File: config.mk
export PLATFORM = sky130hd
export DESIGN_NAME = bus_parity_ctl
export DESIGN_NICKNAME = d
export VERILOG_FILES = /design/src/rtl/bus_parity_pkg.sv /design/src/rtl/bp_tx_gen.sv /design/src/rtl/bp_rx_chk.sv /design/src/rtl/bp_flag_fsm.sv /design/src/rtl/bp_req_fsm.sv /design/src/rtl/bus_parity_ctl.sv
export SDC_FILE = /design/constraint.sdc
export NUM_CORES = 1
export LEC_CHECK = 0
export BUFFER_PORTS_ARGS = -buffer_cell sky130_fd_sc_hd__buf_2
export CAP_MARGIN = 10
export CORE_AREA = 2 2 39 41
export DETAILED_ROUTE_END_ITERATION = 10
export DIE_AREA = 0 0 41 43
export PLACE_DENSITY = 0.55
export SLEW_MARGIN = 10
export SYNTH_ARGS = -nofsm -noshare
export SYNTH_HDL_FRONTEND = slang
export SYNTH_SLANG_ARGS = --single-unit
File: constraint.sdc
create_clock -name clk -period 1.4 [get_ports clk]
set_input_delay 0.07 -clock clk [delete_from_list [all_inputs] [get_ports clk]]
set_output_delay 0.07 -clock clk [all_outputs]
set_load 0.02 [all_outputs]
File: src/rtl/bus_parity_pkg.sv
package bus_parity_pkg;
    localparam int BYTE_W = 8;

    typedef enum logic [1:0] {
        REQ_IDLE = 2'b00,
        REQ_ATN  = 2'b01,
        REQ_HALT = 2'b10,
        REQ_BOTH = 2'b11
    } req_state_t;

    typedef enum logic {
        FLAG_CLEAR = 1'b0,
        FLAG_SET   = 1'b1
    } flag_state_t;
endpackage

File: src/rtl/bp_tx_gen.sv
module bp_tx_gen #(
    parameter int W = 8
) (
    input  logic [W-1:0] data,
    input  logic         even_sense,
    output logic         par
);
    logic ones_odd;

    always_comb begin
        ones_odd = ^data;
        // odd sense: bit completes an odd total; even sense: an even total
        par = even_sense ? ones_odd : ~ones_odd;
    end
endmodule

File: src/rtl/bp_rx_chk.sv
module bp_rx_chk #(
    parameter int W = 8
) (
    input  logic         rst_n,
    input  logic [W-1:0] data,
    input  logic         par,
    input  logic         valid,
    input  logic         chk_en,
    output logic         err
);
    logic total_odd;

    always_comb begin
        total_odd = ^{data, par};
        err       = rst_n && valid && chk_en && !total_odd;
    end
endmodule

File: src/rtl/bp_flag_fsm.sv
module bp_flag_fsm
    import bus_parity_pkg::*;
(
    input  logic clk,
    input  logic rst_n,
    input  logic err,
    input  logic clr,
    input  logic irq_en,
    output logic stat,
    output logic irq
);
    flag_state_t state_q, state_d;

    always_comb begin
        state_d = state_q;
        unique case (state_q)
            FLAG_CLEAR: if (err) state_d = FLAG_SET;
            FLAG_SET:   if (clr && !err) state_d = FLAG_CLEAR;
            default:    state_d = FLAG_CLEAR;
        endcase
    end

    always_ff @(posedge clk) begin
        if (!rst_n) state_q <= FLAG_CLEAR;
        else        state_q <= state_d;
    end

    always_comb begin
        stat = (state_q == FLAG_SET);
        irq  = stat && irq_en;
    end
endmodule

File: src/rtl/bp_req_fsm.sv
module bp_req_fsm
    import bus_parity_pkg::*;
(
    input  logic clk,
    input  logic rst_n,
    input  logic err,
    input  logic role_tgt,
    input  logic atn_on_err,
    input  logic no_halt,
    input  logic ack,
    output logic atn,
    output logic halt
);
    req_state_t state_q, state_d;
    logic held_atn, held_halt, new_atn, new_halt, want_atn, want_halt;

    always_comb begin
        held_atn  = (state_q == REQ_ATN  || state_q == REQ_BOTH) && !ack;
        held_halt = (state_q == REQ_HALT || state_q == REQ_BOTH) && !ack;
        new_atn   = err && !role_tgt && atn_on_err;
        new_halt  = err &&  role_tgt && !no_halt;
        want_atn  = held_atn  || new_atn;
        want_halt = held_halt || new_halt;
        unique case ({want_halt, want_atn})
            2'b00:   state_d = REQ_IDLE;
            2'b01:   state_d = REQ_ATN;
            2'b10:   state_d = REQ_HALT;
            default: state_d = REQ_BOTH;
        endcase
    end

    always_ff @(posedge clk) begin
        if (!rst_n) state_q <= REQ_IDLE;
        else        state_q <= state_d;
    end

    always_comb begin
        unique case (state_q)
            REQ_IDLE: begin atn = 1'b0; halt = 1'b0; end
            REQ_ATN:  begin atn = 1'b1; halt = 1'b0; end
            REQ_HALT: begin atn = 1'b0; halt = 1'b1; end
            default:  begin atn = 1'b1; halt = 1'b1; end
        endcase
    end
endmodule

File: src/rtl/bus_parity_ctl.sv
module bus_parity_ctl
    import bus_parity_pkg::*;
#(
    parameter int W = BYTE_W
) (
    input  logic         clk,
    input  logic         rst_n,
    input  logic [W-1:0] tx_data,
    output logic         tx_par,
    input  logic [W-1:0] rx_data,
    input  logic         rx_par,
    input  logic         rx_valid,
    input  logic         role_tgt,
    input  logic         chk_en,
    input  logic         even_sense,
    input  logic         atn_on_err,
    input  logic         no_halt,
    input  logic         perr_irq_en,
    input  logic         perr_clr,
    input  logic         req_ack,
    output logic         atn_req,
    output logic         halt_req,
    output logic         irq_req,
    output logic         perr_stat
);
    logic rx_err;

    bp_tx_gen #(.W(W)) u_tx (
        .data       (tx_data),
        .even_sense (even_sense),
        .par        (tx_par)
    );

    bp_rx_chk #(.W(W)) u_rx (
        .rst_n  (rst_n),
        .data   (rx_data),
        .par    (rx_par),
        .valid  (rx_valid),
        .chk_en (chk_en),
        .err    (rx_err)
    );

    bp_flag_fsm u_flag (
        .clk    (clk),
        .rst_n  (rst_n),
        .err    (rx_err),
        .clr    (perr_clr),
        .irq_en (perr_irq_en),
        .stat   (perr_stat),
        .irq    (irq_req)
    );

    bp_req_fsm u_req (
        .clk        (clk),
        .rst_n      (rst_n),
        .err        (rx_err),
        .role_tgt   (role_tgt),
        .atn_on_err (atn_on_err),
        .no_halt    (no_halt),
        .ack        (req_ack),
        .atn        (atn_req),
        .halt       (halt_req)
    );
endmodule

==> results of run 1 <==
## stage by stage
stage          std cells  hold WS, ns  utilization  power (W)  worst slack (ns)
6_report              79       0.0823        0.348   0.000439             0.365
5_1_grt               79       0.0928        0.348   0.000477             0.288
4_1_cts               79       0.0732        0.348   0.000453             0.348
3_5_place_dp          75        0.331        0.329   0.000288             0.120
3_3_place_gp          75        0.335        0.329   0.000285             0.123
2_1_floorplan         29        0.221            -   0.000220             0.277
## kinds of logic (layout without fill, tap and decap cells)
kind of cell,count (synthesis),after routing
XOR/XNOR,15,15
AO/OA/AOI/OAI,3,3
flip-flops,3,3
buffers and inverters,2,36
AND/OR/NAND/NOR,6,6
## layout make-up
type                    instances  area [sq um]
repair buffers                 32           160
flip-flops and latches          3          60.1
fillers                       159           902
multi-input cells              24           215
clock buffers                   4          26.3
well taps                      16          20.0
## synth_stat cells
cell / count / share of area
clkbuf_1: 2 / 0.027
xnor2_1: 11 / 0.34
nand3_1: 1 / 0.018
and2_1: 1 / 0.022
dfxtp_1: 3 / 0.21
a22o_1: 1 / 0.031
xnor3_1: 1 / 0.080
nor2b_1: 1 / 0.022
nor3b_1: 2 / 0.053
xor2_1: 3 / 0.093
and3b_1: 1 / 0.031
a22o_2: 1 / 0.035
a41o_1: 1 / 0.035
## worst max-delay path: cells and delay by family
family | cells | cell delay, ns
buffers and inverters | 1 | 0.10
AO/OA/AOI/OAI | 1 | 0.26
XOR/XNOR | 3 | 0.72
## sequential cells by signal (all words and copies together) (netlist names)
name / cells
u_req.state_q: 2
u_flag.stat: 1
## routing by layer
layer  share of wire  up-vias  track usage  routed length [um]
met3            0.13        0       0.0471                  85
li1                -      166            -                   -
met1            0.37      124       0.0801                 242
met2            0.50       17        0.125                 330
met5               0        -            0                   0
met4               0        0       0.0600                   0
## power by group
part	leakage [nW]	switching [W]	internal, W
Sequential	0.0243	0.00000257	0.0000909
Combinational	0.216	0.0000856	0.000104
Clock	0.0150	0.0000487	0.000107
## worst max-delay path by stage
stage / endpoint / start / cells after the start / slack [ns]
2_1_floorplan: u_req.state_q[1]$_SDFF_PN0_ / rx_data[4] / 4 / 0.28
3_3_place_gp: u_req.state_q[1]$_SDFF_PN0_ / rx_data[1] / 5 / 0.12
3_5_place_dp: u_req.state_q[1]$_SDFF_PN0_ / rx_data[1] / 5 / 0.12
4_1_cts: tx_par / tx_data[4] / 6 / 0.35
5_1_grt: u_req.state_q[1]$_SDFF_PN0_ / rx_data[1] / 5 / 0.29
6_report: u_req.state_q[1]$_SDFF_PN0_ / rx_data[1] / 5 / 0.36
==> metrics.cfg, run 1 <==
[drt]
drt-pass1-iter-count = 1
drc = 0
drt_iter0_drc = 0
wire_per_inst_um = 8.34
vias = 307
drt-vias-per-instance = 3.89
wl_um = 659
antenna_left = 0

[floorplanning]
rows = 14
initial_utilization = 0.204
dieArea_sq_mm = 0.00176
ios = 33
die_h_um = 43
fp.dieW_um = 41
coreArea_sq_mm = 0.00138

[critical_path]
r2r-start = u_flag.stat$_SDFF_PN0_
r2r_slack_ns = 0.63
crit_type = in2reg
crit_chain = buf_2 > xor2_1 > xnor3_1 > xnor2_1 > a22o_2
cp_slowest_cell = xnor3_1
worstPathArrival_ns = 1.16
crit_fanout = 3
end_kind = flop
reg2reg_depth = 2
crit_required_ns = 1.52
reg2reg_to = u_flag.stat$_SDFF_PN0_
cp-start-kind = input port
critPathMaxStageDelay_ns = 0.41

[hold_path]
hp-start = chk_en
hp-class = in2reg
min_to = u_flag.stat$_SDFF_PN0_
min_path_cells = 2

[sta]
rsz0062_at_grt = no
hold_viol = 0
finalCritPeriodShare = 0.739
max_slew_margin = 0.833
max_freq_mhz = 966
fin_setup_tns_ns = 0
skew_ns = 0
setup_viol = 0
drv_slew = 0
fin_crit_ns = 1.04
tightest_slew_ns = 0.248

[clock_network]
cts.repair.resized = 0
cts_sinks = 3
cts_max_level = 1
tritoncts = done
insertion_delay_ns = 0.23
cts_max_path_buffers = 2
cts_hold_buf = 0
path_clk_slew_ns = 0.04
cts_setup_buffers = 0
cts-buffers-inserted = 3
clockRootBuffer = clkbuf_4

[synth]
synth_top_family_by_area = XOR/XNOR gates
synth_fa_ha_area_frac = 0
syn-num-nets = 57
synth_seq_cells = 3
synthXorXnorAreaFrac = 0.513
synth_compound_area_frac = 0.102
avgSynthCellArea_sq_um = 9.75
yosysWarnings = 0
synth_cell_types = 13
synthCells = 29
synthSimpleGateAreaFrac = 0.146
synth.cell_area_sq_um = 283
ys_seq_area_frac = 0.212
synthMuxAreaShare = 0

[global_routing]
grt.overflow.total = 0
grt_pass1_vias = 260
grt_pass1_wl_um = 938
grt_max_degree = 5
track_usage = 0.0832
antenna_found_initial = 0

[layout]
nets = 92
area_growth_syn_to_layout_pct = 70.4
stdcell_area_sq_um = 482
drive_gt1_frac = 0.571
mostFrequentLayoutCells = buf_2, xnor2_1, xor2_1, clkbuf_4, dfxtp_1
antennaDiodeCount = 0
final_common_cell = buf_2

[placed_design]
io_buffers = 32
gp_congestion = 0.696
post_dp_cell_area_sq_um = 455
hpwl_um = 561

[flow_run]
cap_violations = 0

[status]
status = finished clean

[power]
leakage_nw = 0.256
powerDensity_mw_per_mm2 = 911
ir_drop_v = 0.000394

No activity file was read; power rests on OpenSTA's default activity.
==> run 2: changes to the inputs <==
--- a/config.mk
+++ b/config.mk
@@ -5,12 +5,13 @@
 export SDC_FILE = /design/constraint.sdc
 export NUM_CORES = 1
 export LEC_CHECK = 0
+export ABC_AREA = 1
 export BUFFER_PORTS_ARGS = -buffer_cell sky130_fd_sc_hd__buf_2
 export CAP_MARGIN = 10
-export CORE_AREA = 2 2 39 41
+export CORE_MARGIN = 2
+export CORE_UTILIZATION = 25
 export DETAILED_ROUTE_END_ITERATION = 10
-export DIE_AREA = 0 0 41 43
-export PLACE_DENSITY = 0.55
+export PLACE_DENSITY = 0.56
 export SLEW_MARGIN = 10
 export SYNTH_ARGS = -nofsm -noshare
 export SYNTH_HDL_FRONTEND = slang
==> constraint.sdc (replaced) <==
create_clock -name clk -period 1.01 [get_ports clk]
set_input_delay 0.0505 -clock clk [delete_from_list [all_inputs] [get_ports clk]]
set_output_delay 0.0505 -clock clk [all_outputs]
set_load 0.02 [all_outputs]
==> run 2 against run 1 <==
- flip-flop and latch count is the same
- cell area is 26% higher
- cell count grew 51%
- synthesized area rose by 37%
- the run now ends with setup timing left
- combinational power is 39% higher
- utilization is 6.6 points higher
- via count rose by 63%
- non-clock buffer count is the same
- count of clock-buffer cells in the layout is the same
- setup slack lost 0.38 ns
- largest power group unchanged
- worst hold slack lost 0.012 ns
- synthesized cell count grew 140%
==> metrics.cfg, run 2 <==
[status]
status = finished, violations left  ; was finished clean
violations = setup timing

[sta]
hold_viol = 0  ; unchanged
skew_ns = 0  ; unchanged
max_slew_margin = 0.876  ; was 0.833
rsz0062_at_grt = yes  ; was no
max_freq_mhz = 973
finalCritPeriodShare = 1.02
layout_setup_ws_ns = -0.0179  ; was 0.365 ns
tightest_slew_ns = 0.185  ; was 0.248 ns
setup_viol = 1  ; was 0
drv_slew = 0  ; unchanged
fin_crit_ns = 1.03

[global_routing]
grt_max_degree = 4  ; was 5
grt_pass1_vias = 395  ; was 260
track_usage = 0.0978  ; was 0.0832
antenna_found_initial = 0  ; unchanged
grt.overflow.total = 0  ; unchanged
grt_pass1_wl_um = 1350  ; was 938 um

[critical_path]
reg2reg_depth = 2  ; unchanged
cp-start-kind = input port  ; unchanged
crit_required_ns = 0.96  ; was 1.52 ns
crit_type = in2out  ; was in2reg
end_kind = output port  ; was flop
worstPathArrival_ns = 0.98  ; was 1.16 ns
crit_fanout = 1  ; was 3

[synth]
synth_cell_types = 14  ; was 13
yosysWarnings = 0  ; unchanged
ys_top_cells_by_area = nand2_1, dfxtp_1, inv_1  ; was xnor2_1, dfxtp_1, xor2_1
synth_top_area_share = 0.232  ; was 0.341
syn-num-nets = 97  ; was 57
synth.most_common_cell = nand2_1  ; was xnor2_1
synthCells = 69  ; was 29
ys_seq_area_frac = 0.155  ; was 0.212
synth_commonest_cells = nand2_1, inv_1, xor2_1  ; was xnor2_1, dfxtp_1, xor2_1
synth.cell_area_sq_um = 388  ; was 283 sq um
avgSynthCellArea_sq_um = 5.62  ; was 9.75 sq um
async_flop_share = 0  ; unchanged
synth_edf_count = 0  ; unchanged
yosysTopAreaCell = nand2_1  ; was xnor2_1
synth_seq_cells = 3  ; unchanged
synth_ff_type = dfxtp_1  ; unchanged

[hold_path]
hp-class = in2reg  ; unchanged
min_path_cells = 4  ; was 2

[placed_design]
post_dp_cell_area_sq_um = 561  ; was 455 sq um
gp_congestion = 0.634  ; was 0.696
io_buffers = 32  ; unchanged
dpl.cell_count = 115  ; was 75
hpwl_um = 729  ; was 561 um

[layout]
largest_register = u_req.state_q  ; unchanged
nets = 132  ; was 92
mostFrequentLayoutCells = buf_2, nand2_1, inv_1  ; was buf_2, xnor2_1, xor2_1, clkbuf_4, dfxtp_1
final_common_cell = buf_2  ; unchanged
area_growth_syn_to_layout_pct = 57.1  ; was 70.4%
antennaDiodeCount = 0  ; unchanged
stdcell_count = 119  ; was 79
drive_gt1_frac = 0.398  ; was 0.571
fillers = 163  ; was 159
largest_reg_flops = 2  ; unchanged
stdcell_area_sq_um = 609  ; was 482 sq um

[power]
powerDensity_mw_per_mm2 = 980  ; was 911 mW/mm^2
ir_drop_v = 0.000319  ; was 0.000394 V
leakage_nw = 0.388  ; was 0.256 nW

[flow_run]
cap_violations = 0  ; unchanged

[clock_network]
tritoncts = done  ; unchanged
cts_sinks = 3  ; unchanged
cts_max_level = 1  ; unchanged
cts_hold_buf = 0  ; unchanged
path_clk_slew_ns = 0.04  ; about the same
insertion_delay_ns = 0.23  ; about the same
cts_setup_buffers = 0  ; unchanged
cts-buffers-inserted = 3  ; unchanged
cts_max_path_buffers = 2  ; unchanged
clockRootBuffer = clkbuf_4  ; unchanged

[drt]
drt_iter0_drc = 5  ; was 0
drt-vias-per-instance = 4.19  ; was 3.89
vias = 499  ; was 307
met1Wirelength_um = 335  ; was 242 um
highest_layer = met4  ; was met3
drt-pass1-iter-count = 4  ; was 1
dr_wl_met2_um = 399  ; was 330 um
wire_per_inst_um = 6.89  ; was 8.34 um
routed-wl-met3_um = 46  ; was 85 um
drc = 0  ; unchanged
antenna_left = 0  ; unchanged
wl_um = 820  ; was 659 um

[floorplanning]
coreArea_sq_mm = 0.00147  ; was 0.00138 sq mm
rows = 14  ; unchanged
dieArea_sq_mm = 0.00188  ; was 0.00176 sq mm
ios = 33  ; unchanged
fp.dieW_um = 43.4  ; was 41 um
initial_utilization = 0.264  ; was 0.204
die_h_um = 43.4  ; was 43 um

[run 2: changes by cell type after synthesis, sizes merged, moves of 2 or more]
cell,change
inv,+14
xor2,+3
a21oi,+3
xnor2,-7
nor3b,-2
nand3,+4
nand2,+26
nor2,+4
a22o,-2
[run 2: report_power, final]
group          internal (W)  switching [W]  total (W)  leakage (nW)
combinational      0.000132       0.000132   0.000264         0.349
clock              0.000148      0.0000627   0.000211        0.0150
sequential         0.000121     0.00000125   0.000123        0.0242
total              0.000401       0.000196   0.000597         0.388
[run 2: critical path, stage by stage]
cell     delay, ns
buf_6         0.09
xnor2_2       0.15
xor2_1        0.19
xor2_1        0.19
xor2_1        0.15
buf_4         0.15
[run 2: path summary, 6_finish.rpt]
| check | startpoint | end | slack [ns] |
|---|---|---|---|
| worst max-delay path | tx_data[1] | tx_par | -0.02 |
| worst min-delay path | perr_clr | u_flag.stat$_SDFF_PN0_ | 0.07 |
| worst max register to register | u_flag.stat$_SDFF_PN0_ | u_flag.stat$_SDFF_PN0_ | 0.43 |
| worst min register to register | u_req.state_q[0]$_SDFF_PN0_ | u_req.state_q[0]$_SDFF_PN0_ | 0.46 |
[run 2: logic make-up (layout without fill, tap and decap cells)]
logic type      after synthesis  in the layout  share of synthesized area
compound gates                3              3                     0.0387
xor+xnor                     10             10                      0.226
buf+inv                      16             50                      0.155
flops                         3              3                      0.155
simple gates                 37             37                      0.426
[run 2: area by class of cell]
class / instances / area (sq um) / share of cell area
Multi-Input combinational cell: 50 / 275 / 0.452
Tap cell: 16 / 20.0 / 0.0329
Inverter: 14 / 52.6 / 0.0862
Timing Repair Buffer: 32 / 175 / 0.287
Clock buffer: 4 / 26.3 / 0.0431
Sequential cell: 3 / 60.1 / 0.0986
[run 2: repair_timing]
action | in CTS | in global routing
gates resized for setup | 3 | 1
setup endpoints to repair | 1 | 1
pin swaps | 4 | 2
[run 2: per-stage QoR]
| step | worst slack (ns) | power (W) | util | hold WS [ns] | TNS, ns |
|---|---|---|---|---|---|
| final | -0.0179 | 0.000597 | 0.414 | 0.0698 | -0.0179 |
| after global routing | -0.0874 | 0.000644 | 0.414 | 0.0908 | -0.0874 |
| after CTS | -0.00289 | 0.000606 | 0.410 | 0.0693 | -0.00289 |
| after detailed placement | -0.0582 | 0.000370 | 0.381 | 0.317 | -0.0582 |
| after global placement | -0.0403 | 0.000365 | 0.381 | 0.314 | -0.0403 |
| after floorplan | 0.0139 | 0.000279 | - | 0.202 | 0 |
[run 2: per-layer routing]
| layer | global-route usage | up-vias |
|---|---|---|
| li1 | - | 268 |
| met1 | 0.0997 | 208 |
| met2 | 0.170 | 19 |
| met3 | 0 | 4 |
| met4 | 0.109 | 0 |
| met5 | 0 | - |
==> run 3: changes to the inputs <==
--- a/config.mk
+++ b/config.mk
@@ -5,13 +5,12 @@
 export SDC_FILE = /design/constraint.sdc
 export NUM_CORES = 1
 export LEC_CHECK = 0
-export ABC_AREA = 1
 export BUFFER_PORTS_ARGS = -buffer_cell sky130_fd_sc_hd__buf_2
 export CAP_MARGIN = 10
-export CORE_MARGIN = 2
-export CORE_UTILIZATION = 25
+export CORE_AREA = 2 2 39 41
 export DETAILED_ROUTE_END_ITERATION = 10
-export PLACE_DENSITY = 0.56
+export DIE_AREA = 0 0 41 43
+export PLACE_DENSITY = 0.55
 export SLEW_MARGIN = 10
 export SYNTH_ARGS = -nofsm -noshare
 export SYNTH_HDL_FRONTEND = slang
==> run 3 against run 2 <==
- the flow now finishes without violations
- sequential power grew 6%
- setup slack improved by 0.044 ns
- first-iteration DRC count down 100%
- flip-flop and latch count unchanged
- largest power group unchanged
==> metrics.cfg, run 3 (synthesized netlist as in run 1, its figures left out) <==
[critical_path]
cp_top_family = XOR/XNOR gates  ; unchanged
crit_fanout = 3  ; was 1
worstPathArrival_ns = 1.11  ; was 0.98 ns
crit_type = in2reg  ; was in2out
critPathMaxStageDelay_ns = 0.44  ; was 0.19 ns
crit_chain = buf_6 > xnor2_2 > xnor3_1 > xnor2_2 > a22o_2  ; was buf_6 > xnor2_2 > xor2_1 > xor2_1 > xor2_1 > buf_4
critPathBufInv = 1  ; was 2
cp-start-kind = input port  ; unchanged
crit_required_ns = 1.14  ; was 0.96 ns
end_kind = flop  ; was output port
path_common_cell = xnor2_2  ; was xor2_1
cp_slowest_cell = xnor3_1  ; was xor2_1

[drt]
drt_iter0_drc = 0  ; was 5
vias = 323  ; was 499
wire_per_inst_um = 8.75  ; was 6.89 um
antenna_left = 0  ; unchanged
drt-pass1-iter-count = 1  ; was 4
wl_um = 691  ; was 820 um
routed-wl-met3_um = 85  ; was 46 um
drt-vias-per-instance = 4.09  ; was 4.19
drc = 0  ; unchanged
met1Wirelength_um = 225  ; was 335 um
highest_layer = met3  ; was met4
dr_wl_met2_um = 380  ; was 399 um

[layout]
largest_reg_flops = 2  ; unchanged
final_common_cell = buf_2  ; unchanged
stdcell_area_sq_um = 528  ; was 609 sq um
largest_register = u_req.state_q  ; unchanged
mostFrequentLayoutCells = buf_2, xnor2_1, xnor2_2  ; was buf_2, nand2_1, inv_1
area_growth_syn_to_layout_pct = 86.7  ; was 57.1%
nets = 92  ; was 132
drive_gt1_frac = 0.651  ; was 0.398
fillers = 155  ; was 163
antennaDiodeCount = 0  ; unchanged

[global_routing]
grt_max_degree = 5  ; was 4
antenna_found_initial = 0  ; unchanged
grt.overflow.total = 0  ; unchanged
grt_pass1_wl_um = 1110  ; was 1350 um
grt_pass1_vias = 323  ; was 395
track_usage = 0.0975  ; was 0.0978

[clock_network]
clockRootBuffer = clkbuf_4  ; unchanged
insertion_delay_ns = 0.24  ; was 0.23 ns
cts_setup_buffers = 0  ; unchanged
cts_sinks = 3  ; unchanged
cts_hold_buf = 0  ; unchanged
cts.repair.resized = 0  ; was 3
tritoncts = done  ; unchanged
path_clk_slew_ns = 0.04  ; about the same
cts_max_level = 1  ; unchanged
cts-buffers-inserted = 3  ; unchanged
cts_max_path_buffers = 2  ; unchanged

[sta]
rsz0062_at_grt = yes  ; unchanged
skew_ns = 0  ; unchanged
layout_setup_ws_ns = 0.0259  ; was -0.0179 ns
finalCritPeriodShare = 0.974  ; was 1.02
tightest_slew_ns = 0.260  ; was 0.185 ns
max_freq_mhz = 1020  ; was 973 MHz
setup_viol = 0  ; was 1
fin_setup_tns_ns = 0  ; was -0.0179 ns
hold_viol = 0  ; unchanged
max_slew_margin = 0.825  ; was 0.876
fin_crit_ns = 0.984  ; was 1.03 ns
drv_slew = 0  ; unchanged

[floorplanning]
fp.dieW_um = 41  ; was 43.4 um
coreArea_sq_mm = 0.00138  ; was 0.00147 sq mm
die_h_um = 43  ; was 43.4 um
dieArea_sq_mm = 0.00176  ; was 0.00188 sq mm
ios = 33  ; unchanged
rows = 14  ; unchanged
initial_utilization = 0.204  ; was 0.264

[placed_design]
gp_congestion = 0.578  ; was 0.634
place_ws_ns = -0.250  ; was -0.0582 ns
post_dp_cell_area_sq_um = 470  ; was 561 sq um
io_buffers = 32  ; unchanged

[status]
status = finished clean  ; was finished, violations left

[flow_run]
cap_violations = 0  ; unchanged

[power]
ir_drop_v = 0.000450  ; was 0.000319 V
p_total_w = 0.000661  ; was 0.000597 W
powerDensity_mw_per_mm2 = 1250  ; was 980 mW/mm^2
leakage_nw = 0.287  ; was 0.388 nW

[hold_path]
hp-class = in2reg  ; unchanged

run 3: power by group:
group / leakage (nW) / total (W) / internal (W) / switching, W
Clock: 0.0150 / 0.000218 / 0.000149 / 0.0000699
Combinational: 0.247 / 0.000313 / 0.000178 / 0.000135
Sequential: 0.0243 / 0.000130 / 0.000126 / 0.00000374
run 3: worst paths after layout:
path / startpoint / endpoint / slack [ns] / cells past startpoint
worst max-delay path: rx_data[6] / u_req.state_q[1]$_SDFF_PN0_ / 0.03 / 5
worst min-delay path: rx_valid / u_flag.stat$_SDFF_PN0_ / 0.09 / 2
worst max register to register: u_flag.stat$_SDFF_PN0_ / u_flag.stat$_SDFF_PN0_ / 0.22 / 2
worst min register to register: u_req.state_q[0]$_SDFF_PN0_ / u_req.state_q[0]$_SDFF_PN0_ / 0.47 / 1
run 3: layout make-up:
cell class | count | area [sq um] | share of cell area
Multi-Input combinational cell | 24 | 253 | 0.479
Timing Repair Buffer | 32 | 169 | 0.320
Sequential cell | 3 | 60.1 | 0.114
Clock buffer | 4 | 26.3 | 0.0498
Tap cell | 16 | 20.0 | 0.0379
run 3: routing by layer:
layer	global-route usage	vias up
met3	0.0681	0
met4	0.0600	0
li1	-	164
met5	0	-
met2	0.156	17
met1	0.0806	142
run 3: metrics by stage:
| step | utilization | hold WS [ns] | std cells |
|---|---|---|---|
| 6_report | 0.382 | 0.0949 | 79 |
| 2_1_floorplan | - | 0.212 | 29 |
| 3_3_place_gp | 0.340 | 0.336 | 75 |
| 4_1_cts | 0.359 | 0.0816 | 79 |
| 5_1_grt | 0.382 | 0.0934 | 79 |
| 3_5_place_dp | 0.340 | 0.329 | 75 |
